**config.mk**
```make
export PLATFORM = sky130hd
export DESIGN_NAME = spi_dbuf_master
export DESIGN_NICKNAME = d
export VERILOG_FILES = /design/src/rtl/spi_dbuf_pkg.sv /design/src/rtl/spi_sck_gen.sv /design/src/rtl/spi_shift_core.sv /design/src/rtl/spi_hold_regs.sv /design/src/rtl/spi_dbuf_master.sv
export SDC_FILE = /design/constraint.sdc
export NUM_CORES = 1
export LEC_CHECK = 0
export ABC_AREA = 0
export CORE_MARGIN = 1
export CORE_UTILIZATION = 30
export DETAILED_ROUTE_END_ITERATION = 10
export DONT_BUFFER_PORTS = 1
export PLACE_DENSITY = 0.56
export SLEW_MARGIN = 20
export SYNTH_ARGS = -nofsm -noshare
export SYNTH_HDL_FRONTEND = slang
export SYNTH_HIERARCHICAL = 1
export SYNTH_SLANG_ARGS = --single-unit
```
**constraint.sdc**
```tcl
create_clock -name clk -period 5.35 [get_ports clk]
set_input_delay 1.07 -clock clk [delete_from_list [all_inputs] [get_ports clk]]
set_output_delay 1.07 -clock clk [all_outputs]
set_load 0.02 [all_outputs]
```
**src/rtl/spi_dbuf_pkg.sv**
```systemverilog
package spi_dbuf_pkg;
  localparam int unsigned WORD_MAX = 16;
  localparam int unsigned WORD_MIN = 8;
  localparam int unsigned BIT_W    = $clog2(WORD_MAX) + 1;
  typedef logic [WORD_MAX-1:0] word_t;
endpackage

```
**src/rtl/spi_sck_gen.sv**
```systemverilog
module spi_sck_gen #(
  parameter int unsigned DIV_W = 8
) (
  input  logic             clk,
  input  logic             rst_n,
  input  logic             run,
  input  logic [DIV_W-1:0] clk_div,
  output logic             tick
);
  logic [DIV_W-1:0] cnt_q, cnt_d;

  assign tick = run && (cnt_q == clk_div);

  always_comb begin
    cnt_d = cnt_q;
    if (!run || tick) cnt_d = '0;
    else              cnt_d = cnt_q + 1'b1;
  end

  always_ff @(posedge clk or negedge rst_n) begin
    if (!rst_n) cnt_q <= '0;
    else        cnt_q <= cnt_d;
  end
endmodule

```
**src/rtl/spi_shift_core.sv**
```systemverilog
module spi_shift_core
  import spi_dbuf_pkg::*;
(
  input  logic  clk,
  input  logic  rst_n,
  input  logic  tick,
  input  logic  wide,
  input  logic  hold_valid,
  input  word_t hold_data,
  input  logic  miso,
  output logic  take,
  output logic  done,
  output word_t rx_word,
  output logic  active,
  output logic  sck,
  output logic  mosi,
  output logic  cs_n
);
  localparam int unsigned PAD = WORD_MAX - WORD_MIN;

  logic             active_q, active_d;
  logic             sck_q, sck_d;
  logic             wide_q, wide_d;
  word_t            tx_sh_q, tx_sh_d;
  word_t            rx_sh_q, rx_sh_d;
  logic [BIT_W-1:0] bit_q, bit_d;
  logic [BIT_W-1:0] last_bit;
  logic             rise, fall, start_idle;

  assign last_bit   = wide_q ? BIT_W'(WORD_MAX - 1) : BIT_W'(WORD_MIN - 1);
  assign start_idle = !active_q && hold_valid;
  assign rise       = active_q && tick && !sck_q;
  assign fall       = active_q && tick && sck_q;
  assign done       = fall && (bit_q == last_bit);
  assign take       = start_idle || (done && hold_valid);

  always_comb begin
    active_d = active_q;
    sck_d    = sck_q;
    wide_d   = wide_q;
    tx_sh_d  = tx_sh_q;
    rx_sh_d  = rx_sh_q;
    bit_d    = bit_q;
    if (rise) begin
      sck_d   = 1'b1;
      rx_sh_d = {rx_sh_q[WORD_MAX-2:0], miso};
    end
    if (fall) begin
      sck_d = 1'b0;
      if (!done) begin
        tx_sh_d = {tx_sh_q[WORD_MAX-2:0], 1'b0};
        bit_d   = bit_q + 1'b1;
      end else begin
        active_d = 1'b0;
      end
    end
    if (take) begin
      active_d = 1'b1;
      wide_d   = wide;
      bit_d    = '0;
      tx_sh_d  = wide ? hold_data : {hold_data[WORD_MIN-1:0], {PAD{1'b0}}};
    end
  end

  always_ff @(posedge clk or negedge rst_n) begin
    if (!rst_n) begin
      active_q <= 1'b0;
      sck_q    <= 1'b0;
      wide_q   <= 1'b0;
      tx_sh_q  <= '0;
      rx_sh_q  <= '0;
      bit_q    <= '0;
    end else begin
      active_q <= active_d;
      sck_q    <= sck_d;
      wide_q   <= wide_d;
      tx_sh_q  <= tx_sh_d;
      rx_sh_q  <= rx_sh_d;
      bit_q    <= bit_d;
    end
  end

  assign rx_word = wide_q ? rx_sh_q : {{PAD{1'b0}}, rx_sh_q[WORD_MIN-1:0]};
  assign active  = active_q;
  assign sck     = sck_q;
  assign mosi    = active_q ? tx_sh_q[WORD_MAX-1] : 1'b0;
  assign cs_n    = !active_q;


  sck_idle_low_chk: assert property (@(posedge clk) disable iff (!rst_n)
    !active_q |-> !sck_q);

  mosi_hold_chk: assert property (@(posedge clk) disable iff (!rst_n)
    sck_q |-> $stable(mosi));

  sck_steady_chk: assert property (@(posedge clk) disable iff (!rst_n)
    (active_q && !tick) |=> $stable(sck_q));
endmodule

```
**src/rtl/spi_hold_regs.sv**
```systemverilog
module spi_hold_regs
  import spi_dbuf_pkg::*;
(
  input  logic  clk,
  input  logic  rst_n,
  input  logic  tx_wr,
  input  word_t tx_data,
  input  logic  take,
  input  logic  done,
  input  word_t rx_word,
  input  logic  rx_rd,
  output logic  tx_full,
  output word_t hold_data,
  output logic  wr_collide,
  output word_t rx_data,
  output logic  rx_full,
  output logic  overrun
);
  logic  tx_full_q, tx_full_d;
  word_t hold_q, hold_d;
  logic  coll_q, coll_d;
  word_t rx_q, rx_d;
  logic  rx_full_q, rx_full_d;
  logic  ovr_q, ovr_d;

  always_comb begin
    tx_full_d = tx_full_q;
    hold_d    = hold_q;
    coll_d    = coll_q;
    if (take) tx_full_d = 1'b0;
    if (tx_wr) begin
      if (tx_full_q) begin
        coll_d = 1'b1;
      end else begin
        coll_d    = 1'b0;
        tx_full_d = 1'b1;
        hold_d    = tx_data;
      end
    end
  end

  always_comb begin
    rx_d      = rx_q;
    rx_full_d = rx_full_q;
    ovr_d     = ovr_q;
    if (rx_rd) begin
      rx_full_d = 1'b0;
      ovr_d     = 1'b0;
    end
    if (done) begin
      rx_full_d = 1'b1;
      rx_d      = rx_word;
      if (rx_full_q && !rx_rd) ovr_d = 1'b1;
    end
  end

  always_ff @(posedge clk or negedge rst_n) begin
    if (!rst_n) begin
      tx_full_q <= 1'b0;
      hold_q    <= '0;
      coll_q    <= 1'b0;
      rx_q      <= '0;
      rx_full_q <= 1'b0;
      ovr_q     <= 1'b0;
    end else begin
      tx_full_q <= tx_full_d;
      hold_q    <= hold_d;
      coll_q    <= coll_d;
      rx_q      <= rx_d;
      rx_full_q <= rx_full_d;
      ovr_q     <= ovr_d;
    end
  end

  assign tx_full    = tx_full_q;
  assign hold_data  = hold_q;
  assign wr_collide = coll_q;
  assign rx_data    = rx_q;
  assign rx_full    = rx_full_q;
  assign overrun    = ovr_q;


  hold_guard_chk: assert property (@(posedge clk) disable iff (!rst_n)
    (tx_wr && tx_full_q) |=> ($stable(hold_q) && coll_q));

  overrun_set_chk: assert property (@(posedge clk) disable iff (!rst_n)
    (done && rx_full_q && !rx_rd) |=> ovr_q);

  rx_clear_chk: assert property (@(posedge clk) disable iff (!rst_n)
    (rx_rd && !done) |=> !rx_full_q);
endmodule

```
**src/rtl/spi_dbuf_master.sv**
```systemverilog
module spi_dbuf_master
  import spi_dbuf_pkg::*;
#(
  parameter int unsigned DIV_W = 8
) (
  input  logic                clk,
  input  logic                rst_n,
  input  logic [DIV_W-1:0]    clk_div,
  input  logic                wide,
  input  logic                tx_wr,
  input  logic [WORD_MAX-1:0] tx_data,
  output logic                tx_empty,
  output logic                wr_collide,
  input  logic                rx_rd,
  output logic [WORD_MAX-1:0] rx_data,
  output logic                rx_full,
  output logic                overrun,
  input  logic                tx_req_en,
  input  logic                rx_req_en,
  output logic                tx_req,
  output logic                rx_req,
  output logic                sck,
  output logic                mosi,
  input  logic                miso,
  output logic                cs_n
);
  logic [1:0] rst_sync_q;
  logic       rst_i;
  logic       tick, take, done, active, tx_full;
  word_t      hold_data, rx_word;

  always_ff @(posedge clk or negedge rst_n) begin
    if (!rst_n) rst_sync_q <= 2'b00;
    else        rst_sync_q <= {rst_sync_q[0], 1'b1};
  end
  assign rst_i = rst_sync_q[1];

  spi_sck_gen #(.DIV_W(DIV_W)) u_sck (
    .clk     (clk),
    .rst_n   (rst_i),
    .run     (active),
    .clk_div (clk_div),
    .tick    (tick)
  );

  spi_shift_core u_core (
    .clk        (clk),
    .rst_n      (rst_i),
    .tick       (tick),
    .wide       (wide),
    .hold_valid (tx_full),
    .hold_data  (hold_data),
    .miso       (miso),
    .take       (take),
    .done       (done),
    .rx_word    (rx_word),
    .active     (active),
    .sck        (sck),
    .mosi       (mosi),
    .cs_n       (cs_n)
  );

  spi_hold_regs u_regs (
    .clk        (clk),
    .rst_n      (rst_i),
    .tx_wr      (tx_wr),
    .tx_data    (tx_data),
    .take       (take),
    .done       (done),
    .rx_word    (rx_word),
    .rx_rd      (rx_rd),
    .tx_full    (tx_full),
    .hold_data  (hold_data),
    .wr_collide (wr_collide),
    .rx_data    (rx_data),
    .rx_full    (rx_full),
    .overrun    (overrun)
  );

  assign tx_empty = !tx_full;
  assign tx_req   = tx_req_en && !tx_full;
  assign rx_req   = rx_req_en && rx_full;


  cs_release_chk: assert property (@(posedge clk) disable iff (!rst_i)
    $rose(cs_n) |-> $past(!tx_full));

  reload_keeps_cs_chk: assert property (@(posedge clk) disable iff (!rst_i)
    (done && tx_full) |=> !cs_n);
endmodule

```
==> results.yml, run 1 <==
finish:
  syn_to_final_growth_pct: 10.60
  n_antenna_cell: 0
  n_fill_cell: 1283
  multi_input_area_um2: 1584
  layout-drive-gt1-share: 0.2550
  finalNetCount: 331
  utilization: 0.3421
  seq_area_um2: 2156
  fin_area_um2: 4334
synthesis:
  async_flop_share: 1.000
  syn_avg_cell_area_um2: 12.81
  synth_edf_count: 0
  synth_seq_area_share: 0.5492
  synth.distinct_cells: 41
  synth_nets: 340
  ys.warnings.count: 6
  netlist_instances: 306
  synthFlopType: "dfrtp_1"
  synth_seq_cells: 86
  netlist_area_um2: 3919
route:
  ant_nets: 0
  wl_per_cell_um: 14.92
  first_pass_iters: 4
  vias: 2247
  drt_wl_total_um: 7072
  drt_iter0_drc: 106
  viasPerCell: 4.741
  drc: 0
grt:
  grt_overflow_total: 0
  grt_use_met3: 0.03736
  grt_antenna_before_repair: 0
  grt_usage: 0.1160
  grt_util_met2: 0.1673
  grt_max_degree: 85
  grt.busiest_layer: "met2"
  grt_use_met1: 0.1535
  grt_pass1_wl_um: 11570
  grt_pass1_vias: 2225
pwr:
  power_mw: 1.701
  peakVddDrop_mv: 0.1732
  p_leak_nw: 1.970
  powerDensity_nw_per_um2: 392.6
critical_path:
  path_max_fanout: 14
  cp_slowest_cell: "nor4_2"
  path_cells: "xor2_1, nor4_2, and3_1, and3_1, a41oi_2, inv_2, and2_1, o2bb2ai_1"
  endpoint_kind: "flop"
  max_stage_delay_ns: 0.73
  start_kind: "input pin"
  cp.arrival_ns: 3.75
  path_common_cell: "and3_1"
  reg2reg_slack_ns: 2.14
  crit_type: "in -> reg"
  crit_required_ns: 5.61
status:
  outcome: "complete, no violations"
clock_tree:
  clkTransAtPathRegs_ns: 0.06
  clockRootBuffer: "clkbuf_16"
  hold_buffers: 0
  cts_max_path_buffers: 2
  cts_resized: 0
  clk_latency_ns: 0.34
  post_cts_buffers: 0
  cts-buffers-inserted: 9
  tritoncts: "built"
  clock_sinks: 86
  cts_max_level: 3
floorplan:
  initial_utilization: 0.3093
  die_h_um: 116.3
  die_area_um2: 13520
  rows: 41
  die_x_um: 116.3
  core_um2: 12670
  num_io_pins: 57
min_path:
  hp-class: "reg -> async"
sta:
  relSlewSlack: 0.3246
  maxSlewViolCount: 0
  max_freq_mhz: 286.6
  setup_tns_ns: 0
  timing.hold.ws_ns: 0.3243
  tightest_slew_ns: 1.009
  setup_viol: 0
  rsz0062_at_grt: "no"
  clock_skew_ns: 0.005743
  period_share: 0.6522
  min_period_ns: 3.489
  hold_violations: 0
placement:
  place.gp.congestion: 0.7457
  dp_hpwl_um: 4788
  placed_cell_area_um2: 3993
  port-buffer-count: 0
flow_run:
  maxCapViolations: 0
-- worst max-delay path, delay by kind of cell --
kind                   cells  cell delay (ns)
XOR/XNOR                   1             0.14
AO/OA/AOI/OAI              2             0.51
buffers and inverters      1             0.33
AND/OR/NAND/NOR            4             1.69
-- power breakdown --
group | switching (mW) | leakage, nW | internal, mW
Combinational | 0.0871 | 0.680 | 0.118
Clock | 0.248 | 0.155 | 0.413
Sequential | 0.0986 | 1.13 | 0.737
-- cell usage after synthesis (3+ instances only) --
cell type	instances	area (µm²)
dfrtp_1	86	2152
nor2b_1	4	25.02
o2bb2ai_1	7	61.31
inv_1	7	26.28
a211oi_1	6	45.04
a221oi_1	3	26.28
buf_4	10	75.07
a21oi_1	5	25.02
xor2_1	9	78.83
mux2_4	9	135.1
nand3_1	14	70.07
nor2_1	4	15.01
a21o_1	3	22.52
nand2_1	18	67.56
mux2_2	40	450.4
or3_1	4	25.02
mux2i_1	16	160.2
and2_1	12	75.07
clkbuf_1	3	11.26
o21ai_0	7	35.03
buf_2	5	25.02
buf_6	3	33.78
o211ai_1	7	52.55
-- layout by cell type (no fill, tap or decap), types with 2 or more instances in the layout --
cell / count
or3_1: 4
clkbuf_16: 9
nand3_1: 14
dfrtp_1: 85
nor4_2: 2
o2bb2ai_1: 7
o21ai_1: 2
a21o_1: 3
a21oi_1: 5
xor2_1: 9
mux2_2: 40
ha_1: 2
a211oi_1: 6
clkbuf_8: 4
xor2_2: 2
and2_1: 12
nor2b_1: 3
nand2_1: 18
nand4_1: 2
o211ai_1: 7
mux2_4: 9
nor2_1: 4
and3_1: 2
inv_1: 7
mux2i_1: 16
xnor2_1: 2
a221oi_1: 3
o21ai_0: 6
-- layout make-up --
cell class | count | area share
well taps | 172 | 0.04965
multi-input cells | 190 | 0.3655
inverters | 8 | 0.006928
flip-flops and latches | 86 | 0.4974
repair buffers | 2 | 0.006351
clock inverters | 2 | 0.008661
clock buffers | 14 | 0.06553
-- worst paths after layout --
check / startpoint / depth (start not counted) / end
hold / removal: rst_sync_q[1] / 0 / u_regs/hold_data[15]
setup reg to reg: u_sck/cnt_q[5] / 8 / u_core/tx_sh_q[3]
min in group clk: rst_sync_q[0] / 0 / rst_sync_q[1]
hold reg to reg: rst_sync_q[1] / 0 / u_regs/hold_data[15]
max in group asynchronous: rst_sync_q[1] / 1 / u_sck/cnt_q[5]
setup / recovery: clk_div[5] / 8 / u_core/tx_sh_q[3]
-- flip-flops by register name, indices dropped and copies added (netlist names) --
signal,flops
u_regs/overrun,1
u_core/tx_sh_q,16
u_regs/rx_full,1
u_core/wide_q,1
u_regs/hold_data,16
u_core/rx_sh_q,16
rst_sync_q,2
u_regs/tx_full,1
u_regs/rx_data,16
u_core/sck,1
u_core/bit_q,5
u_sck/cnt_q,8
u_regs/wr_collide,1
u_core/active,1
-- cells by family after synthesis --
group | Yosys count | synth area share
AO/OA/AOI/OAI | 43 | 0.08110
XOR/XNOR | 13 | 0.03289
adder cells (fa/ha/maj) | 2 | 0.006385
buffers and inverters | 30 | 0.04853
flip-flops | 86 | 0.5492
multiplexers | 65 | 0.1903
other | 1 | 0.0009569
AND/OR/NAND/NOR | 66 | 0.09067
-- layer usage --
layer / routed length (µm) / up-vias
met2: 3190 / 56
met3: 445 / 11
met4: 146 / 0
met1: 3290 / 1117
li1: - / 1063
met5: 0 / -
-- stage by stage --
stage                     instances  setup slack [ns]
after floorplan                 306             2.126
after global placement          457             1.590
after detailed placement        457             1.515
after CTS                       473             1.870
after global routing            474             1.522
final                           474             1.861
Note: power is estimated with default switching activity, not from simulation.
==> inputs of run 2 (changes only) <==
--- a/config.mk
+++ b/config.mk
@@ -5,12 +5,12 @@
 export SDC_FILE = /design/constraint.sdc
 export NUM_CORES = 1
 export LEC_CHECK = 0
-export ABC_AREA = 0
+export ABC_AREA = 1
 export CORE_MARGIN = 1
 export CORE_UTILIZATION = 30
 export DETAILED_ROUTE_END_ITERATION = 10
 export DONT_BUFFER_PORTS = 1
-export PLACE_DENSITY = 0.56
+export PLACE_DENSITY = 0.57
 export SLEW_MARGIN = 20
 export SYNTH_ARGS = -nofsm -noshare
 export SYNTH_HDL_FRONTEND = slang
==> constraint.sdc (replaced) <==
create_clock -name clk -period 3.2 [get_ports clk]
set_input_delay 0.64 -clock clk [delete_from_list [all_inputs] [get_ports clk]]
set_output_delay 0.64 -clock clk [all_outputs]
set_load 0.02 [all_outputs]
==> results.yml, run 2 <==
synthesis:
  synth_top_family_by_area: "simple AND/OR/NAND/NOR gates"
  async_flop_share: 1.000
  syn_avg_cell_area_um2: 8.016
  netlist_instances: 521
  synth-simple-area-share: 0.3164
  synth_compound_area_frac: 0.04314
  synthMuxAreaShare: 0
  synth_fa_ha_area_frac: 0.005992
  yosys.area.top_type: "dfrtp_1"
  synth.most_common_cell: "nand2_1"
  netlist_area_um2: 4177
  synth.distinct_cells: 28
  synth_seq_cells: 86
  ys.warnings.count: 6
  synthFlopType: "dfrtp_1"
  synth_xor_xnor_area_share: 0.01678
  synth_nets: 555
  synth_top_cells_by_area: "dfrtp_1 52%, nand2_1 19%, nand3_1 5.0%, inv_1 4.9%, nor2_1 2.9%"
  synth_edf_count: 0
  synth_seq_area_share: 0.5153
  synth_top_cells_by_count: "215 x nand2_1, 86 x dfrtp_1, 55 x inv_1"
  synth_top_area_frac: 0.5153
route:
  drt_iter0_drc: 170
  drt_wl_total_um: 7867
  vias: 3021
  viasPerCell: 4.359
  wl_per_cell_um: 11.35
  drc: 0
  ant_nets: 0
  first_pass_iters: 4
sta:
  clock_skew_ns: 0.008111
  min_period_ns: 2.270
  max_freq_mhz: 440.5
  rsz0062_at_grt: "no"
  timing.hold.ws_ns: 0.3154
  setup_tns_ns: 0
  tightest_slew_ns: 0.6177
  period_share: 0.7094
  hold_violations: 0
  maxSlewViolCount: 0
  relSlewSlack: 0.5882
  setup_viol: 0
clock_tree:
  post_cts_buffers: 0
  cts-buffers-inserted: 9
  clkTransAtPathRegs_ns: 0.07
  clock_sinks: 86
  tritoncts: "built"
  clk_latency_ns: 0.34
  cts_max_level: 3
  clockRootBuffer: "clkbuf_16"
  cts_max_path_buffers: 2
floorplan:
  core_um2: 13400
  rows: 42
  num_io_pins: 57
  die_h_um: 120.0
  initial_utilization: 0.3117
  die_area_um2: 14400
  die_x_um: 120.0
critical_path:
  start_kind: "flop"
  reg2reg_slack_ns: 0.93
  path_max_fanout: 12
  cp_slowest_cell: "dfrtp_1"
  crit_type: "reg -> reg"
  path_common_cell: "nand2_1"
  crit_required_ns: 3.48
  r2r-start: "u_sck/cnt_q[5]"
  cp.arrival_ns: 2.55
  path_cells: "inv_1, nand2_1, nand2_1, nand2_1, nor2_1, nand2_2, nor2_1, nand2_1, nor2_2, nand3_2, inv_1, buf_4, nand3_1, nand2_1"
  max_stage_delay_ns: 0.39
  endpoint_kind: "flop"
  crit_path_start: "u_sck/cnt_q[5]"
placement:
  port-buffer-count: 0
  dp_hpwl_um: 5477
  placed_cells: 675
  place.gp.congestion: 0.8061
pwr:
  powerDensity_nw_per_um2: 783.2
  p_leak_nw: 2.486
  peakVddDrop_mv: 0.3590
grt:
  grt_overflow_total: 0
  grt_pass1_vias: 2965
  grt_usage: 0.1209
  grt_pass1_wl_um: 13830
  grt_max_degree: 85
  grt_antenna_before_repair: 0
finish:
  finalNetCount: 546
  layout-drive-gt1-share: 0.08511
  final_cells: 693
  multi_input_area_um2: 1600
  final_cell_mix: "215 x nand2_1, 85 x dfrtp_1, 55 x inv_1"
  seq_area_um2: 2156
  n_antenna_cell: 0
  n_fill_cell: 1432
  mostFrequentLayoutCell: "nand2_1"
  syn_to_final_growth_pct: 8.868
status:
  outcome: "complete, no violations"
flow_run:
  maxCapViolations: 0
min_path:
  hp-class: "reg -> async"
-- run 2: changes by cell type after synthesis, sizes merged, moves of 14 or more --
cell   delta
nand2   +207
inv      +50
mux2     -49
nor2     +32
nand3    +31
mux2i    -16
a21oi    +14
-- run 2: repair_timing --
action / 4_1_cts / 5_1_grt
endpoints found under the hold margin: 2 / 0
hold buffers: 1 / 0
resized for setup: 0 / 0
-- run 2: layer usage --
metal  track usage  vias to the layer above  part of all wire
met3       0.03470                       11             0.051
met4       0.04688                        0             0.015
met1        0.1556                     1372              0.48
met2        0.1907                       69              0.45
li1              -                     1569                 -
met5             0                        -                 0
-- run 2: where the power goes --
group	total (mW)	switching, mW	leakage, nW	internal (mW)
Clock	1.01	0.451	0.141	0.559
Sequential	1.75	0.315	1.10	1.44
Combinational	0.800	0.492	1.25	0.308
Total	3.56	1.26	2.49	2.30
-- run 2: logic make-up after synthesis --
group,Yosys count
flip-flops,86
adder cells (fa/ha/maj),2
AND/OR/NAND/NOR,309
buffers and inverters,82
other,1
AO/OA/AOI/OAI,33
XOR/XNOR,8
-- run 2: final cells by class --
class,count,share of cell area
multi-input combinational,353,0.3520
clock inverter,6,0.01183
sequential,86,0.4741
inverter,58,0.04953
clock buffer,10,0.05256
timing repair buffer,4,0.01156
tap,176,0.04843
-- run 2: metrics by stage --
step	util	worst slack, ns	area [µm²]	power, mW
2_1_floorplan	-	0.6273	4177	2.476
3_3_place_gp	0.3147	0.6937	4217	2.546
3_5_place_dp	0.3147	0.7105	4217	2.582
4_1_cts	0.3373	0.8912	4519	3.615
5_1_grt	0.3393	0.6149	4547	3.853
6_report	0.3393	0.9301	4547	3.561
-- run 2: worst paths after layout --
kind                                        end  cells after the start
min                              u_sck/cnt_q[4]                      0
max in group asynchronous  u_regs/hold_data[11]                      1
max reg2reg                      u_regs/overrun                     14
max                              u_regs/overrun                     14
min in group clk                  rst_sync_q[1]                      0
min reg2reg                      u_sck/cnt_q[4]                      0
-- run 2: critical path: cells and delay by family (launching register included) --
| family | cells | cell delay (ns) |
|---|---|---|
| AND/OR/NAND/NOR | 11 | 1.21 |
| buffers and inverters | 3 | 0.61 |
| flip-flops | 1 | 0.39 |
